===== src/rtl/rxpol_pkg.sv =====
package rxpol_pkg;
  // Strobes from the polarity control to the datapath
  typedef struct packed {
    logic invert;     // apply inversion to the data bus this cycle
    logic markFrame;  // frame starting now must be flagged for discard
    logic clearAll;   // 100 Mbps: drop any frame flag
  } polStrobes_t;
endpackage


===== src/rtl/rxpol_ctrl.sv =====
module rxpol_ctrl
  import rxpol_pkg::*;
#(
  parameter int LINK_THRESH    = 3,
  parameter int DISCARD_FRAMES = 3
) (
  input  logic        clk,
  input  logic        rstN,
  input  logic        speed100,
  input  logic        autoPolDis,
  input  logic        linkPulse,
  input  logic        linkPulseNeg,
  input  logic        idlePulse,
  input  logic        idlePulseNeg,
  input  logic        frameStart,
  output logic        revPol,
  output polStrobes_t strobes
);
  localparam int CNT_W  = $clog2(LINK_THRESH + 1);
  localparam int DISC_W = $clog2(DISCARD_FRAMES + 1);
  localparam logic [CNT_W-1:0]  RUN_LAST  = CNT_W'(LINK_THRESH - 1);
  localparam logic [DISC_W-1:0] DISC_LOAD = DISC_W'(DISCARD_FRAMES);

  logic [CNT_W-1:0]  runCnt, runCntNext;
  logic [DISC_W-1:0] discLeft, discLeftNext;
  logic              flipNow;
  logic              armDiscard;

  // Evidence evaluation: the start-of-idle pulse wins over a link pulse
  always_comb begin
    flipNow    = 1'b0;
    runCntNext = runCnt;
    if (idlePulse) begin
      runCntNext = '0;
      if (idlePulseNeg != revPol) flipNow = 1'b1;
    end else if (linkPulse) begin
      if (linkPulseNeg != revPol) begin
        if (runCnt == RUN_LAST) begin
          flipNow    = 1'b1;
          runCntNext = '0;
        end else begin
          runCntNext = runCnt + 1'b1;
        end
      end else begin
        runCntNext = '0;
      end
    end
  end

  assign armDiscard = flipNow && !autoPolDis;

  always_comb begin
    discLeftNext = discLeft;
    if (armDiscard)
      discLeftNext = DISC_LOAD;
    else if (frameStart && discLeft != '0)
      discLeftNext = discLeft - 1'b1;
  end

  always_ff @(posedge clk) begin
    if (!rstN || speed100) begin
      runCnt   <= '0;
      revPol   <= 1'b0;
      discLeft <= '0;
    end else begin
      runCnt   <= runCntNext;
      discLeft <= discLeftNext;
      if (flipNow) revPol <= !revPol;
    end
  end

  always_comb begin
    strobes.invert    = revPol && !autoPolDis && !speed100;
    strobes.markFrame = frameStart && (discLeft != '0) && !armDiscard && !speed100;
    strobes.clearAll  = speed100;
  end


  idle_flip_chk: assert property (@(posedge clk) disable iff (!rstN)
    (!speed100 && idlePulse && (idlePulseNeg != revPol)) |=> (revPol != $past(revPol)));


  run_bound_chk: assert property (@(posedge clk) disable iff (!rstN)
    runCnt < CNT_W'(LINK_THRESH));


  slow_idle_chk: assert property (@(posedge clk) disable iff (!rstN)
    speed100 |=> (!revPol && discLeft == '0 && runCnt == '0));


  disc_load_chk: assert property (@(posedge clk) disable iff (!rstN)
    (!speed100 && !autoPolDis && $changed(revPol) && $past(!speed100)) |-> (discLeft == DISC_LOAD));


  disc_range_chk: assert property (@(posedge clk) disable iff (!rstN)
    discLeft <= DISC_LOAD);
endmodule


===== src/rtl/rxpol_dpath.sv =====
module rxpol_dpath
  import rxpol_pkg::*;
#(
  parameter int DATA_W = 4
) (
  input  logic              clk,
  input  logic              rstN,
  input  polStrobes_t       strobes,
  input  logic              frameEnd,
  input  logic [DATA_W-1:0] rxDataIn,
  output logic [DATA_W-1:0] rxDataOut,
  output logic              frameDiscard
);
  logic discardQ;

  assign rxDataOut    = rxDataIn ^ {DATA_W{strobes.invert}};
  assign frameDiscard = discardQ;

  always_ff @(posedge clk) begin
    if (!rstN || strobes.clearAll)
      discardQ <= 1'b0;
    else if (strobes.markFrame)
      discardQ <= 1'b1;
    else if (frameEnd)
      discardQ <= 1'b0;
  end


  end_drop_chk: assert property (@(posedge clk) disable iff (!rstN)
    (frameEnd && !strobes.markFrame) |=> !frameDiscard);


  slow_flag_chk: assert property (@(posedge clk) disable iff (!rstN)
    strobes.clearAll |=> !frameDiscard);


  mark_set_chk: assert property (@(posedge clk) disable iff (!rstN)
    (strobes.markFrame && !strobes.clearAll) |=> frameDiscard);
endmodule


===== src/rtl/rx_polarity_corrector.sv =====
module rx_polarity_corrector
  import rxpol_pkg::*;
#(
  parameter int DATA_W         = 4,
  parameter int LINK_THRESH    = 3,
  parameter int DISCARD_FRAMES = 3
) (
  input  logic              clk,
  input  logic              rstN,
  input  logic              speed100,
  input  logic              autoPolDis,
  input  logic              linkPulse,
  input  logic              linkPulseNeg,
  input  logic              idlePulse,
  input  logic              idlePulseNeg,
  input  logic              frameStart,
  input  logic              frameEnd,
  input  logic [DATA_W-1:0] rxDataIn,
  output logic [DATA_W-1:0] rxDataOut,
  output logic              revPolarity,
  output logic              frameDiscard
);
  polStrobes_t strobes;

  rxpol_ctrl #(
    .LINK_THRESH   (LINK_THRESH),
    .DISCARD_FRAMES(DISCARD_FRAMES)
  ) uCtrl (
    .clk         (clk),
    .rstN        (rstN),
    .speed100    (speed100),
    .autoPolDis  (autoPolDis),
    .linkPulse   (linkPulse),
    .linkPulseNeg(linkPulseNeg),
    .idlePulse   (idlePulse),
    .idlePulseNeg(idlePulseNeg),
    .frameStart  (frameStart),
    .revPol      (revPolarity),
    .strobes     (strobes)
  );

  rxpol_dpath #(.DATA_W(DATA_W)) uDpath (
    .clk         (clk),
    .rstN        (rstN),
    .strobes     (strobes),
    .frameEnd    (frameEnd),
    .rxDataIn    (rxDataIn),
    .rxDataOut   (rxDataOut),
    .frameDiscard(frameDiscard)
  );


  data_path_chk: assert property (@(posedge clk) disable iff (!rstN)
    (speed100 || autoPolDis || !revPolarity) |-> (rxDataOut == rxDataIn));
endmodule


===== config.mk =====
export PLATFORM = sky130hd
export DESIGN_NAME = rx_polarity_corrector
export DESIGN_NICKNAME = d
export VERILOG_FILES = /design/src/rtl/rxpol_pkg.sv /design/src/rtl/rxpol_ctrl.sv /design/src/rtl/rxpol_dpath.sv /design/src/rtl/rx_polarity_corrector.sv
export SDC_FILE = /design/constraint.sdc
export NUM_CORES = 1
export LEC_CHECK = 0
export BUFFER_PORTS_ARGS = -buffer_cell sky130_fd_sc_hd__buf_2
export CORE_AREA = 2 2 39 41
export DETAILED_ROUTE_END_ITERATION = 16
export DIE_AREA = 0 0 41 43
export GPL_ROUTABILITY_DRIVEN = 0
export PLACE_DENSITY = 0.64
export REMOVE_ABC_BUFFERS = 1
export SLEW_MARGIN = 20
export SYNTH_ARGS = -nofsm -noshare
export SYNTH_HDL_FRONTEND = slang
export SYNTH_SLANG_ARGS = --single-unit

===== constraint.sdc =====
create_clock -name clk -period 2.9 [get_ports clk]
set_clock_uncertainty 0.1 [all_clocks]
set_input_delay 0.58 -clock clk [delete_from_list [all_inputs] [get_ports clk]]
set_output_delay 0.58 -clock clk [all_outputs]
set_load 0.03 [all_outputs]

# ---- Yosys cells after proc, flatten, opt, wreduce, memory -nomap -nowiden
# Cells that the tools add are included.
dict set report op_classes {
  n_reduce_logical 16
  addsub 2
  bitwise_logic 1
  n_eq_ne 3
  mux 11
}
# operator n
set op_table {}
lappend op_table {{$mux 2} 4}
lappend op_table {{$mux 1} 7}
lappend op_table {{$logic_and 1x1->1} 6}
lappend op_table {{$reduce_bool 2->1} 3}
lappend op_table {{$logic_not 1->1} 5}
lappend op_table {{$xor 4x4->4} 1}
lappend op_table {{$add 2x1->2 const B} 1}
lappend op_table {{$eq 2x2->1 const B} 1}
lappend op_table {{$ne 1x1->1} 2}
lappend op_table {{$reduce_or 2->1} 1}
lappend op_table {{$sub 2x1->2 const B} 1}
lappend op_table {{$logic_or 1x1->1} 1}
dict set report totals {
  word_cells 37
  input_bits 14
  out_inout_bits 6
  reg_bits 6
}

# ---- Depth between registers and ports, before layout
dict set report logic_depth {
  word_depth 10
  depth_mapped 5
  mapped_depth_nobuf 5
}

# ---- By module
# A second synthesis with hierarchy kept.
dict set report hier_totals {
  hier_cells 41
  hier_area_um2 386.6
}
# mod seq_area_each_um2 area_each_um2 n_inst cells_per_inst
set modules_own_cells {}
lappend modules_own_cells {rxpol_ctrl 100.1 311.5 1 33}
lappend modules_own_cells {rxpol_dpath 20.0 75.1 1 8}

# ---- Worst setup path before layout
# No wires, ideal clock.
dict set report synth_timing {
  path_type {register to output}
  from {register uCtrl.revPol}
  to {output port rxDataOut[0]}
  stages_incl_launch_ff 3
  arrival_time_ns 1.492
  slack_ns 0.728
  cell_sequence {dfxtp_1 nor3b_2 xor2_1}
}
dict set report synth_via {
  elab_chain_len 3
}
# element line_no
set synth_lines {}
lappend synth_lines {{start: declaration} rxpol_ctrl.sv:16} ;# output logic revPol,
lappend synth_lines {{start signal: assignment} rxpol_ctrl.sv:68} ;# if (flipNow) revPol <= !revPol;
lappend synth_lines {{$logic_and 1x1->1 (2 in a row)} rxpol_ctrl.sv:73} ;# strobes.invert = revPol && !autoPolDis && !speed100;
lappend synth_lines {{$xor 4x4->4} rxpol_dpath.sv:16} ;# assign rxDataOut = rxDataIn ^ {DATA_W{strobes.invert}};
lappend synth_lines {{end: declaration} rx_polarity_corrector.sv:19} ;# output logic [DATA_W-1:0] rxDataOut,
# No other way between the ends.

# ---- Final worst setup path
dict set report layout_timing {
  from {input port speed100}
  to {output port rxDataOut[0]}
}
dict set report layout_via {
  elab_chain_len 3
}
# element line_no
set layout_lines {}
lappend layout_lines {{start: declaration} rx_polarity_corrector.sv:10} ;# input logic speed100,
lappend layout_lines {{$logic_not 1->1} rxpol_ctrl.sv:73}
lappend layout_lines {{$logic_and 1x1->1} rxpol_ctrl.sv:73}
lappend layout_lines {{$xor 4x4->4} rxpol_dpath.sv:16}
# No other way between the ends.

==> out/results.ini <==
[run]
max_cap_violations = 0

[cts]
ctsHtreeMaxLevel = 1
clockBufferDepth = 2
cts_tree = done
cts_buffers = 3
cts_resized = 0
clk_pin_slew_ns = 0.05
post_cts_buffers = 0
insertion_delay_ns = 0.24
root_buffer = clkbuf_4
ctsHoldBuffers = 0
clkSinkCount = 6

[global_routing]
grt_usage_pct = 10.46
first_global_vias = 320
grt_pass1_wl_mm = 1.186
globalRouteOverflowTotal = 0
grt_max_degree = 7
antenna_found_initial = 0

[synthesis]
netlist_area_sq_um = 369.1
synth_edf_count = 0
synthFlopType = dfxtp_1
synthArstFlopShare_pct = 0
ys_seq_elements = 6
synth_top_area_share_pct = 32.54
synth-seq-area-share_pct = 32.54
syn_avg_cell_area_sq_um = 9.713
synth_cells = 38
ys_warn_count = 0
yosysTopAreaCell = dfxtp_1
synth_cell_types = 19
yosys-top-cells-area = dfxtp_1, xor2_1, nand2b_1, nor2b_1, a211oi_1
ys_top_cells_by_count = dfxtp_1, xor2_1, nand2b_1

[critical_path]
start_kind = primary input
rr_startpoint = uCtrl.revPol
path_class = primary input to output port
ff2ff_path_depth = 3
critical_path_required_ns = 2.22
rrSetupSlack_ns = 1.42
r2r_end = uDpath.frameDiscard
critical_path_arrival_ns = 1.43
crit_fanout = 4
crit_start = speed100
worstSetupEndpoint = rxDataOut[0]
end_kind = output port

[timing]
setup_viol = 0
min_period_ns = 2.115
fin_ws_ns = 0.7854
timing.slew.headroom_pct = 71.68
fin_crit_sh_pct = 72.92
rsz0062_at_grt = no
hold_violations = 0
tns_ns = 0
max_clock_freq_mhz = 472.9
maxSlewViolCount = 0
worst_pin_slew_ns = 0.4249

[final_layout]
final_area_sq_um = 506.7
antenna_cells = 0
finalNonFillerCells = 76
drive_gt1_share_pct = 41.67
fillers = 138
synthToLayoutAreaGrowth_pct = 37.29
nets = 77

[route]
drtIter0Drc = 4
via_count = 341
drtPass1Iterations = 4
route.detailed.drc = 0
post_drt_wl_per_cell_um = 9.553
wirelength_um = 726
final_antenna_net_count = 0
via_per_inst = 4.487

[placed_design]
dp_hpwl_um = 591.2
dpl-instance-area_sq_um = 484.2
io_buffers = 19
dp_cells = 73
pre_cts_ws_ns = 0.7893

[pwr]
p_leak_nw = 0.2281
pwr_density_cell_nw_per_um2 = 416.0
finalPower_mw = 0.2108
ir_worst_vdd_v = 0.0001719

[floorplan]
core-area_sq_um = 1384
dieArea_sq_um = 1763
core.rowCount = 14
start_util_pct = 26.67
die_width_um = 41
pin_count = 20
die_h_um = 43

[hold_path]
hold_class = flop to flop

[run_status]
run_status = complete, no violations

[layout by cell type, fill, tap and decap left out, types with 2 or more instances in the layout]
master     n
buf_2     19
xor2_1     6
dfxtp_1    6
nand2b_1   5
nor2b_1    3
clkbuf_4   3
inv_1      2
o22ai_1    2
a211oi_1   2
[through the flow]
stage          hold slack [ns]  util [%]
2_1_floorplan           0.3626         -
3_3_place_gp            0.3926     34.99
3_5_place_dp            0.3910     34.99
4_1_cts                 0.4015     36.62
5_1_grt                 0.4278     36.62
6_report                0.4021     36.62
[critical path, stage by stage]
cell and delay, ns:
buf_2 0.11, nor3b_2 0.36, xor2_1 0.18, buf_2 0.21
[cells by family (layout without fill, tap and decap cells)]
| kind of cell | after synthesis | in the layout | share of synthesized area, % |
|---|---|---|---|
| simple gates | 14 | 14 | 27.12 |
| xor+xnor | 7 | 7 | 16.61 |
| compound gates | 6 | 6 | 12.54 |
| flops | 6 | 6 | 32.54 |
| mux | 2 | 2 | 5.763 |
| buf+inv | 2 | 24 | 2.035 |
| fa+ha+maj | 1 | 1 | 3.389 |
[per-layer routing]
metal	part of all wire, %	wire length (um)	vias to the layer above	GRT usage (%)
met4	1.2	9	0	10.00
met5	0	0	-	0
li1	-	-	179	-
met3	9.5	69	2	3.665
met2	44	320	17	13.75
met1	45	327	143	12.30
[area by class of cell]
| type | count | area (sq um) | area share (%) |
|---|---|---|---|
| timing repair buffer | 19 | 95.09 | 18.77 |
| inverter | 2 | 7.507 | 1.481 |
| tap | 16 | 20.02 | 3.951 |
| sequential | 6 | 120.1 | 23.70 |
| clock buffer | 3 | 22.52 | 4.444 |
| multi-input combinational | 30 | 241.5 | 47.65 |
[worst min path at each step]
stage	from	endpoint	slack, ns	cells after the start
floorplan	uCtrl.runCnt[1]	uCtrl.runCnt[1]	0.36	2
global placement	uCtrl.runCnt[1]	uCtrl.runCnt[1]	0.39	2
detailed placement	uCtrl.runCnt[1]	uCtrl.runCnt[1]	0.39	2
CTS	uCtrl.runCnt[1]	uCtrl.runCnt[1]	0.40	2
global route	uCtrl.runCnt[1]	uCtrl.runCnt[1]	0.43	2
finish	uCtrl.runCnt[1]	uCtrl.runCnt[1]	0.40	2
[power by group]
| part | internal [mW] | total [mW] | switching, mW |
|---|---|---|---|
| clock | 0.0469 | 0.0785 | 0.0316 |
| sequential | 0.0852 | 0.0872 | 0.00197 |
| combinational | 0.0200 | 0.0451 | 0.0251 |
| total | 0.152 | 0.211 | 0.0587 |
[sequential cells by signal, indices dropped and copies added (netlist names)]
signal               flops
uCtrl.runCnt             2
uCtrl.discLeft           2
uDpath.frameDiscard      1
uCtrl.revPol             1
No activity file was read; power rests on OpenSTA's default activity.
